$ cat config.mk
export PLATFORM = sky130hd
export DESIGN_NAME = cache_test_addr_gen
export DESIGN_NICKNAME = d
export VERILOG_FILES = /design/src/rtl/cta_pkg.sv /design/src/rtl/cta_step_counters.sv /design/src/rtl/cta_tag_pattern.sv /design/src/rtl/cta_addr_compose.sv /design/src/rtl/cache_test_addr_gen.sv
export SDC_FILE = /design/constraint.sdc
export NUM_CORES = 1
export LEC_CHECK = 0
export BUFFER_PORTS_ARGS = -buffer_cell sky130_fd_sc_hd__buf_2
export CORE_UTILIZATION = 52
export CTS_CLUSTER_DIAMETER = 120
export DETAILED_ROUTE_END_ITERATION = 10
export GPL_TIMING_DRIVEN = 0
export PLACE_DENSITY = 0.95
export SLEW_MARGIN = 15
export SYNTH_ARGS = -nofsm -noshare
export SYNTH_HDL_FRONTEND = slang
export SYNTH_SLANG_ARGS = --single-unit
$ cat constraint.sdc
create_clock -name clk -period 3.39 [get_ports clk]
set_clock_uncertainty 0.05 [all_clocks]
set_input_delay 0.678 -clock clk [delete_from_list [all_inputs] [get_ports clk]]
set_output_delay 0.678 -clock clk [all_outputs]
set_load 0.02 [all_outputs]
$ cat src/rtl/cta_pkg.sv
package cta_pkg;

  typedef enum logic {
    MODE_DCACHE = 1'b0,
    MODE_ICACHE = 1'b1
  } tag_mode_e;

  // True when v is a nonzero power of two
  function automatic bit is_pow2(input int unsigned v);
    return (v != 0) && ((v & (v - 1)) == 0);
  endfunction

endpackage

$ cat src/rtl/cta_step_counters.sv
module cta_step_counters
  import cta_pkg::*;
#(
  parameter int unsigned NUM_LINES  = 512,
  parameter int unsigned LINE_WORDS = 4,
  parameter int unsigned TAG_W      = 5,
  localparam int unsigned IDX_W     = $clog2(NUM_LINES),
  localparam int unsigned WRD_W     = $clog2(LINE_WORDS),
  localparam int unsigned ROT_W     = (TAG_W > 1) ? $clog2(TAG_W) : 1
) (
  input  logic             clk,
  input  logic             rst_n,
  input  logic             start_i,
  input  logic             step_i,
  input  logic             mode_i,
  output logic [IDX_W-1:0] line_q,
  output logic [WRD_W-1:0] word_q,
  output logic [ROT_W-1:0] rot_q,
  output tag_mode_e        mode_q,
  output logic             done_q,
  output logic             adv_o,
  output logic             line_wrap_o,
  output logic             run_end_o
);

  logic line_last;
  logic word_last;
  logic rot_last;

  assign line_last   = (line_q == IDX_W'(NUM_LINES - 1));
  assign word_last   = (word_q == WRD_W'(LINE_WORDS - 1));
  assign rot_last    = (rot_q == ROT_W'(TAG_W - 1));
  assign adv_o       = step_i && !done_q && !start_i;
  assign line_wrap_o = adv_o && line_last;
  assign run_end_o   = line_wrap_o && word_last;

  always_ff @(posedge clk or negedge rst_n) begin
    if (!rst_n) begin
      line_q <= '0;
      word_q <= '0;
      rot_q  <= '0;
      mode_q <= MODE_DCACHE;
      done_q <= 1'b1;
    end else if (start_i) begin
      line_q <= '0;
      word_q <= '0;
      rot_q  <= '0;
      mode_q <= tag_mode_e'(mode_i);
      done_q <= 1'b0;
    end else if (adv_o) begin
      if (line_last) begin
        line_q <= '0;
        rot_q  <= '0;
        if (word_last) begin
          word_q <= '0;
          done_q <= 1'b1;
        end else begin
          word_q <= word_q + WRD_W'(1);
        end
      end else begin
        line_q <= line_q + IDX_W'(1);
        rot_q  <= rot_last ? '0 : rot_q + ROT_W'(1);
      end
    end
  end

endmodule

$ cat src/rtl/cta_tag_pattern.sv
module cta_tag_pattern
  import cta_pkg::*;
#(
  parameter int unsigned TAG_W = 5,
  localparam int unsigned ROT_W = (TAG_W > 1) ? $clog2(TAG_W) : 1
) (
  input  logic [ROT_W-1:0] rot_i,
  input  tag_mode_e        mode_i,
  output logic [TAG_W-1:0] tag_o
);

  logic invert;
  assign invert = (mode_i == MODE_ICACHE);

  // Each bit is "selected" when the rotation pointer names it; the
  // instruction mode flips the whole field to march a zero instead.
  for (genvar b = 0; b < TAG_W; b++) begin : g_tag_bit
    logic hit;
    assign hit       = (rot_i == ROT_W'(b));
    assign tag_o[b]  = hit ^ invert;
  end

endmodule

$ cat src/rtl/cta_addr_compose.sv
module cta_addr_compose #(
  parameter int unsigned ADDR_W      = 32,
  parameter logic [ADDR_W-1:0] BASE  = '0,
  parameter int unsigned TAG_W       = 5,
  parameter int unsigned IDX_W       = 9,
  parameter int unsigned WRD_W       = 2,
  parameter int unsigned TAG_LSB     = 13,
  parameter int unsigned IDX_LSB     = 4,
  parameter int unsigned WORD_LSB    = 2,
  localparam int unsigned SUM_W      = ((IDX_W > WRD_W) ? IDX_W : WRD_W) + 1
) (
  input  logic [TAG_W-1:0]  tag_i,
  input  logic [IDX_W-1:0]  line_i,
  input  logic [WRD_W-1:0]  word_i,
  output logic [WRD_W-1:0]  skew_o,
  output logic [ADDR_W-1:0] addr_o
);

  // (line + word) mod words-per-line; power-of-two width makes it a slice
  function automatic logic [WRD_W-1:0] word_skew(input logic [IDX_W-1:0] ln,
                                                 input logic [WRD_W-1:0] wd);
    logic [SUM_W-1:0] s;
    s = SUM_W'(ln) + SUM_W'(wd);
    return s[WRD_W-1:0];
  endfunction

  function automatic logic [ADDR_W-1:0] place(input logic [ADDR_W-1:0] v,
                                             input int unsigned lsb);
    return v << lsb;
  endfunction

  logic [ADDR_W-1:0] tag_term;
  logic [ADDR_W-1:0] idx_term;
  logic [ADDR_W-1:0] off_term;

  assign skew_o   = word_skew(line_i, word_i);
  assign tag_term = place(ADDR_W'(tag_i), TAG_LSB);
  assign idx_term = place(ADDR_W'(line_i), IDX_LSB);
  assign off_term = place(ADDR_W'(skew_o), WORD_LSB);
  assign addr_o   = BASE + tag_term + idx_term + off_term;

endmodule

$ cat src/rtl/cache_test_addr_gen.sv
module cache_test_addr_gen
  import cta_pkg::*;
#(
  parameter int unsigned ADDR_W       = 32,
  parameter logic [ADDR_W-1:0] BASE   = 32'h1000_0000,
  parameter int unsigned CACHE_BYTES  = 8192,
  parameter int unsigned LINE_BYTES   = 16,
  parameter int unsigned WORD_BYTES   = 4,
  parameter int unsigned MEM_BYTES    = 262144,
  localparam int unsigned NUM_LINES   = CACHE_BYTES / LINE_BYTES,
  localparam int unsigned LINE_WORDS  = LINE_BYTES / WORD_BYTES,
  localparam int unsigned TAG_W       = $clog2(MEM_BYTES) - $clog2(CACHE_BYTES),
  localparam int unsigned IDX_W       = $clog2(NUM_LINES),
  localparam int unsigned WRD_W       = $clog2(LINE_WORDS),
  localparam int unsigned ROT_W       = (TAG_W > 1) ? $clog2(TAG_W) : 1,
  localparam int unsigned WORD_LSB    = $clog2(WORD_BYTES),
  localparam int unsigned IDX_LSB     = $clog2(LINE_BYTES),
  localparam int unsigned TAG_LSB     = $clog2(CACHE_BYTES)
) (
  input  logic              clk,
  input  logic              rst_n,
  input  logic              start_i,
  input  logic              step_i,
  input  logic              mode_i,
  output logic [ADDR_W-1:0] addr_o,
  output logic              done_o
);

  initial begin
    if (!is_pow2(CACHE_BYTES) || !is_pow2(LINE_BYTES) ||
        !is_pow2(WORD_BYTES) || !is_pow2(MEM_BYTES))
      $error("cache_test_addr_gen: sizes must be powers of two");
    if (NUM_LINES < 2 || LINE_WORDS < 2 || MEM_BYTES <= CACHE_BYTES)
      $error("cache_test_addr_gen: geometry too small");
  end

  // Named internal events, brought out for the bound checker
  logic [IDX_W-1:0] line_q;
  logic [WRD_W-1:0] word_q;
  logic [ROT_W-1:0] rot_q;
  tag_mode_e        mode_q;
  logic             done_q;
  logic             adv_w;
  logic             line_wrap_w;
  logic             run_end_w;
  logic [TAG_W-1:0] tag_w;
  logic [WRD_W-1:0] skew_w;

  cta_step_counters #(
    .NUM_LINES (NUM_LINES),
    .LINE_WORDS(LINE_WORDS),
    .TAG_W     (TAG_W)
  ) u_cnt (
    .clk        (clk),
    .rst_n      (rst_n),
    .start_i    (start_i),
    .step_i     (step_i),
    .mode_i     (mode_i),
    .line_q     (line_q),
    .word_q     (word_q),
    .rot_q      (rot_q),
    .mode_q     (mode_q),
    .done_q     (done_q),
    .adv_o      (adv_w),
    .line_wrap_o(line_wrap_w),
    .run_end_o  (run_end_w)
  );

  cta_tag_pattern #(
    .TAG_W(TAG_W)
  ) u_tag (
    .rot_i (rot_q),
    .mode_i(mode_q),
    .tag_o (tag_w)
  );

  cta_addr_compose #(
    .ADDR_W  (ADDR_W),
    .BASE    (BASE),
    .TAG_W   (TAG_W),
    .IDX_W   (IDX_W),
    .WRD_W   (WRD_W),
    .TAG_LSB (TAG_LSB),
    .IDX_LSB (IDX_LSB),
    .WORD_LSB(WORD_LSB)
  ) u_addr (
    .tag_i (tag_w),
    .line_i(line_q),
    .word_i(word_q),
    .skew_o(skew_w),
    .addr_o(addr_o)
  );

  assign done_o = done_q;

endmodule

==> summary.md, run 1 <==
| Metric | Value |
|---|---|
| CP bufs+invs | `1` |
| Via count | `approximately 850` |
| Top post-synthesis cells by area | `dfrtp_1 (35%), buf_4 (11%), ha_1 (10%)` |
| CTS tree | `done` |
| First-pass GRT wire length | `2860 um` |
| Vias in the first global route | `between 700 and 800` |
| Hold_buf cts | `0` |
| Syn Area/Cell | `approximately 9.4 um^2` |
| Initial Utilization | `0.549` |
| Die Y | `~48 um` |
| Ratio of cells with drive above 1 in the final layout | `0.307` |
| Core Region | `between 1500 and 2000 um^2` |
| Max clock buf depth | `2` |
| Max cap viols | `0` |
| Drt total wl | `roughly 1900 um` |
| Clock root cell | `clkbuf_4` |
| Synth top area share | `0.348` |
| Crit-path cells | `ha_1 > xnor2_1 > xnor2_1 > buf_2` |
| Peak supply drop | `between 0.3 and 0.4 mV` |
| Status | `finished clean` |
| Pwr Density | `between 300 and 400 nW/um^2` |
| Reg2Reg Setup Slack | `around 1.4 ns` |
| CP Data Arrival Time | `roughly 1.5 ns` |
| Residual DRC count | `0` |
| Clock latency at the later pin of the worst-skew pair | `0.29 ns` |
| Final cell count without fillers | `180` |
| Post-synthesis register bit count | `16` |
| Vias per inst | `4.71` |
| Clock-pin slew on the worst setup and hold paths | `0.09 ns` |
| Total power | `0.453 mW` |
| Synth Instances | `115` |
| R2R depth | `7` |
| Final Hold Vio Count | `0` |
| Cell repeated most along the worst path | `xnor2_1` |
| Final #Nets | `168` |
| Diode count | `0` |
| Fin crit period | `2.19 ns` |
| Wire per inst | `roughly 11 um` |
| I/O Pins | `38` |
| Post-cts sizing count | `0` |
| Slowest cell on crit path | `dfrtp_1` |
| CP required | `about 2.7 ns` |
| CP Max Fanout | `6` |
| Final period util | `0.647` |
| Initial antenna violation count | `0` |
| DP HPWL | `1510 um` |
| RSZ-0062 raised after global routing | `no` |
| EDFF count, synth | `0` |
| Area growth, synth to finish | `19.7%` |
| Post-synth ARST share | `1.00` |
| CTS Buf Count | `3` |
| Crit. path cell count | `4` |
| Hold Crit Class | `in -> async` |
| Delay-heaviest family, CP | `flip-flops` |
| CP Class | `reg -> out` |
| LEAKAGE | `a little over 0.7 nW` |
| GP Congestion | `0.768` |
| Post-synth top cells | `buf_4 (16), dfrtp_1 (15), nand2_1 (11)` |
| Placed cell count | `about 180` |
| Post-CTS Setup Bufs | `0` |
| Final setup TNS | `0 ns` |
| Total grt overflow | `0` |
| Most common cell in the netlist | `buf_4` |
| Netlist area before placement | `approximately 1100 um^2` |
| Netlist cell types | `27` |
| Fin area | `1290 um^2` |
| Core Rows | `16` |
| 1st-pass router iterations | `4` |
| Ys Warns | `0` |
| Yosys top cell by area | `dfrtp_1` |
| # setup viols final | `0` |
| Gr usage total | `0.183` |
| Pins Over Slew Limit | `0` |
| Die extent in x | `between 40 and 50 um` |
| Area post-placement | `between 1000 and 1500 um^2` |
| I/O Buffers | `20` |
| Post-route ant nets | `0` |
| CP Launch Type | `register` |
| Largest net degree at the start of global routing | `17` |
| Htree depth | `1` |
| Synth Flop Type | `dfrtp_1` |
| Post-synthesis sequential area ratio | `0.373` |
| CTS Sinks | `16` |
| Crit-path max cell delay | `around 0.45 ns` |
| Die area | `2260 um^2` |
| Critical path endpoint category | `output port` |
| FMAX | `roughly 460 MHz` |
| First DRT Iteration DRCs | `21` |
logic make-up (layout without fill, tap and decap cells):
kind of cell,count (synthesis),in the layout,synth area share
AOI/OAI and AO/OA,17,17,0.101
other,2,16,0.00697
adders and majority gates,9,9,0.105
muxes,1,1,0.0105
xor gates and xnor gates,13,13,0.106
DFF,16,16,0.373
and+or+nand+nor,33,33,0.149
buffers and inverters,24,48,0.150
final cells by class:
class | count | area (um^2)
fill | 184 | 672
tap | 27 | 33.8
clock buffer | 4 | 26.3
multi-input combinational | 89 | 567
inverter | 3 | 11.3
sequential | 16 | 402
buffer | 21 | 150
timing repair buffer | 20 | 100
final timing paths:
path,from,to
min in group clk,u_cnt.word_q[1],u_cnt.word_q[1]
max reg2reg,u_cnt.line_q[0],u_cnt.word_q[0]
min reg2reg,u_cnt.word_q[1],u_cnt.word_q[1]
min,rst_n,u_cnt.line_q[5]
max in group asynchronous,rst_n,u_cnt.done_q
max,u_cnt.line_q[0],addr_o[3]
registers in the layout, summed over array words and instances (netlist names):
signal,count
u_cnt.word_q,2
u_cnt.line_q,9
u_cnt.mode_q,1
u_cnt.rot_q,3
u_cnt.done_q,1
power by group:
part / internal [mW] / switching, mW / total (mW)
registers: 0.201 / 0.0102 / 0.211
logic: 0.0541 / 0.0819 / 0.136
clock network: 0.0459 / 0.0608 / 0.107
through the flow:
| stage | utilization | setup WS [ns] | hold slack, ns |
|---|---|---|---|
| global route | 0.658 | 1.12 | 0.252 |
| global placement | 0.644 | 1.49 | 0.452 |
| finish | 0.658 | 1.20 | 0.224 |
| detailed placement | 0.644 | 1.45 | 0.463 |
| CTS | 0.658 | 1.18 | 0.241 |
| floorplan | - | 1.43 | 0.332 |
cells in the final DEF (no fill, tap or decap), types with 2 or more instances in the layout:
master,n
dfrtp_1,15
clkbuf_1,2
inv_1,3
nand3_1,2
xor2_1,7
o21ai_0,2
ha_1,9
nor2_1,10
o2111ai_1,4
xnor2_1,6
clkbuf_4,3
nand2_1,11
conb_1,16
buf_4,16
and3_1,4
a21oi_1,8
nand3b_1,2
buf_2,23
per-layer routing:
layer,vias to the layer above,GRT usage,share of wire
met3,2,0.0226,0.056
met1,388,0.209,0.42
met2,32,0.345,0.51
li1,425,-,-
met5,-,0,0
met4,0,0.0686,0.011
(Power assumes the default switching activity.)
==> run 2, diff against run 1 <==
--- a/config.mk
+++ b/config.mk
@@ -6,11 +6,11 @@
 export NUM_CORES = 1
 export LEC_CHECK = 0
 export BUFFER_PORTS_ARGS = -buffer_cell sky130_fd_sc_hd__buf_2
-export CORE_UTILIZATION = 52
+export CORE_UTILIZATION = 44
 export CTS_CLUSTER_DIAMETER = 120
 export DETAILED_ROUTE_END_ITERATION = 10
 export GPL_TIMING_DRIVEN = 0
-export PLACE_DENSITY = 0.95
+export PLACE_DENSITY = 0.87
 export SLEW_MARGIN = 15
 export SYNTH_ARGS = -nofsm -noshare
 export SYNTH_HDL_FRONTEND = slang
==> constraint.sdc (replaced) <==
create_clock -name clk -period 1.83 [get_ports clk]
set_clock_uncertainty 0.05 [all_clocks]
set_input_delay 0.366 -clock clk [delete_from_list [all_inputs] [get_ports clk]]
set_output_delay 0.366 -clock clk [all_outputs]
set_load 0.02 [all_outputs]
==> summary.md, run 2 (synthesized netlist as in run 1, its figures left out) <==
| Metric | Value |
|---|---|
| Vias in the first global route | `759 (was 705)` |
| 1st-pass router iterations | `3 (was 4)` |
| FILL cells | `194 (was 184)` |
| Drt total wl | `2310 um (was 1900 um)` |
| Most frequent cells in the layout | `buf_4 (27), buf_2 (17), conb_1 (16) (was buf_2 (23), buf_4 (16), conb_1 (16))` |
| FMAX | `548 MHz` |
| Status | `finished clean (unchanged)` |
| Die Y | `51.5 um (was 47.5 um)` |
| First-pass GRT wire length | `3510 um (was 2860 um)` |
| Residual DRC count | `0 (unchanged)` |
| Max cap viols | `0 (unchanged)` |
| Final #Nets | `176 (was 168)` |
| Met2 wire len | `1170 um (was 969 um)` |
| Area growth, synth to finish | `40.2% (was 19.7%)` |
| DR top layer | `met4 (unchanged)` |
| Fin crit period | `1.82 ns` |
| R2R depth | `7 (unchanged)` |
| RSZ-0062 raised after global routing | `yes (was no)` |
| Post-route ant nets | `0 (unchanged)` |
| Initial antenna violation count | `0 (unchanged)` |
| Multi-input logic area | `688 um^2 (was 567 um^2)` |
| GP Congestion | `0.765 (was 0.768)` |
| Total grt overflow | `0 (unchanged)` |
| Final cell count without fillers | `189 (was 180)` |
| LEAKAGE | `0.770 nW (was 0.717 nW)` |
| Initial Utilization | `0.478 (was 0.549)` |
| Ratio of cells with drive above 1 in the final layout | `0.472 (was 0.307)` |
| Core Rows | `17 (was 16)` |
| Biggest regs | `u_cnt.line_q x9, u_cnt.rot_q x3, u_cnt.word_q x2 (unchanged)` |
| Max clock buf depth | `2 (unchanged)` |
| CP required | `1.41 ns (was 2.66 ns)` |
| Commonest non-fill, non-tap cell in the layout | `buf_4 (was buf_2)` |
| Wire per inst | `12.2 um (was 10.6 um)` |
| I/O Buffers | `20 (unchanged)` |
| Gr usage total | `0.178 (was 0.183)` |
| Diode count | `0 (unchanged)` |
| CTS Buf Count | `3 (unchanged)` |
| M1 wire length | `1000 um (was 807 um)` |
| Pins Over Slew Limit | `0 (unchanged)` |
| DP HPWL | `1480 um (was 1510 um)` |
| Die extent in x | `51.5 um (was 47.5 um)` |
| Critical path endpoint category | `output port (unchanged)` |
| Largest net degree at the start of global routing | `17 (unchanged)` |
| Placed cell count | `177 (was 176)` |
| Peak supply drop | `0.470 mV (was 0.313 mV)` |
| CP Max Fanout | `3 (was 6)` |
| Largest Register | `u_cnt.line_q (unchanged)` |
| Sequential cell area | `404 um^2 (was 402 um^2)` |
| Die area | `2650 um^2 (was 2260 um^2)` |
| Final Hold Vio Count | `0 (unchanged)` |
| # setup viols final | `0 (unchanged)` |
| CP Data Arrival Time | `1.41 ns (was 1.47 ns)` |
| CTS Sinks | `16 (unchanged)` |
| Via count | `893 (was 847)` |
| Final period util | `0.997` |
| CP Class | `reg -> out (unchanged)` |
| Htree depth | `1 (unchanged)` |
| CTS tree | `done (unchanged)` |
| Final core occ | `0.670 (was 0.658)` |
| Hold Crit Class | `in -> reg (was in -> async)` |
| Core Region | `2250 um^2 (was 1960 um^2)` |
| Clock latency at the later pin of the worst-skew pair | `0.29 ns (about the same)` |
| Pwr Density | `641 nW/um^2 (was 352 nW/um^2)` |
| First DRT Iteration DRCs | `6 (was 21)` |
| CP Launch Type | `register (unchanged)` |
| Vias per inst | `4.72 (was 4.71)` |
| Max reg flops | `9 (unchanged)` |
| Clock-pin slew on the worst setup and hold paths | `0.09 ns (about the same)` |
| Metal3 WL | `97 um (was 106 um)` |
| Hold Path Stages | `2` |
| Clock root cell | `clkbuf_4 (unchanged)` |
| I/O Pins | `38 (unchanged)` |
-- run 2: cell types whose count changed in the layout (fill, tap and decap cells not counted), moves of 3 or more --
cell,previous run,this run
nand2_2,0,3
buf_2,23,17
ha_2,0,3
ha_1,9,1
inv_2,0,3
ha_4,0,5
nand2_1,11,7
inv_1,3,0
buf_4,16,27
-- run 2: timing repair --
action	CTS	global route
pin swaps	2	10
buffers inserted	5	2
resized for setup	11	24
hold endpoints to repair	15	0
hold buffers	1	0
gates cloned	0	0
setup endpoints to repair	11	12
-- run 2: layer usage --
metal	vias to the layer above	track usage
li1	442	-
met1	418	0.231
met2	30	0.301
met3	3	0.0179
met4	0	0.0676
met5	-	0
-- run 2: worst paths after layout --
| kind | from | end | slack [ns] |
|---|---|---|---|
| setup / recovery | u_cnt.rot_q[1] | addr_o[16] | 0.006 |
| hold / removal | mode_i | u_cnt.mode_q | 0.25 |
| setup reg to reg | u_cnt.line_q[0] | u_cnt.done_q | 0.06 |
| hold reg to reg | u_cnt.done_q | u_cnt.done_q | 0.50 |
| max in group asynchronous | rst_n | u_cnt.done_q | 0.96 |
| min in group asynchronous | rst_n | u_cnt.line_q[5] | 0.46 |
-- run 2: worst max-delay path: stages (launching register included) --
cell and delay (ns):
dfrtp_1 0.43, ha_2 0.23, ha_4 0.16, xor2_1 0.13, buf_4 0.17
-- run 2: stage by stage --
step           instance area (um^2)  TNS [ns]  setup WS (ns)  hold slack [ns]  total power [mW]
2_1_floorplan                  1130         0         0.0154           0.0204             0.593
3_3_place_gp                   1270    -0.152        -0.0619            0.240             0.644
3_5_place_dp                   1270    -0.339         -0.107            0.250             0.653
4_1_cts                        1400   -0.0123        -0.0123            0.249             0.923
5_1_grt                        1510    -0.176        -0.0615            0.260              1.02
6_report                       1510         0        0.00573            0.254             0.968
-- run 2: where the power goes --
part,switching [mW],total (mW),internal [mW]
Clock,0.118,0.240,0.121
Combinational,0.181,0.334,0.153
Sequential,0.0221,0.394,0.372
Total,0.321,0.968,0.647
-- run 2: area by class of cell --
| class | count | area share |
|---|---|---|
| plain buffers | 21 | 0.0994 |
| clock buffers | 4 | 0.0240 |
| inverters | 3 | 0.00746 |
| multi-input cells | 89 | 0.456 |
| flip-flops and latches | 16 | 0.268 |
| well taps | 28 | 0.0232 |
| repair buffers | 28 | 0.123 |
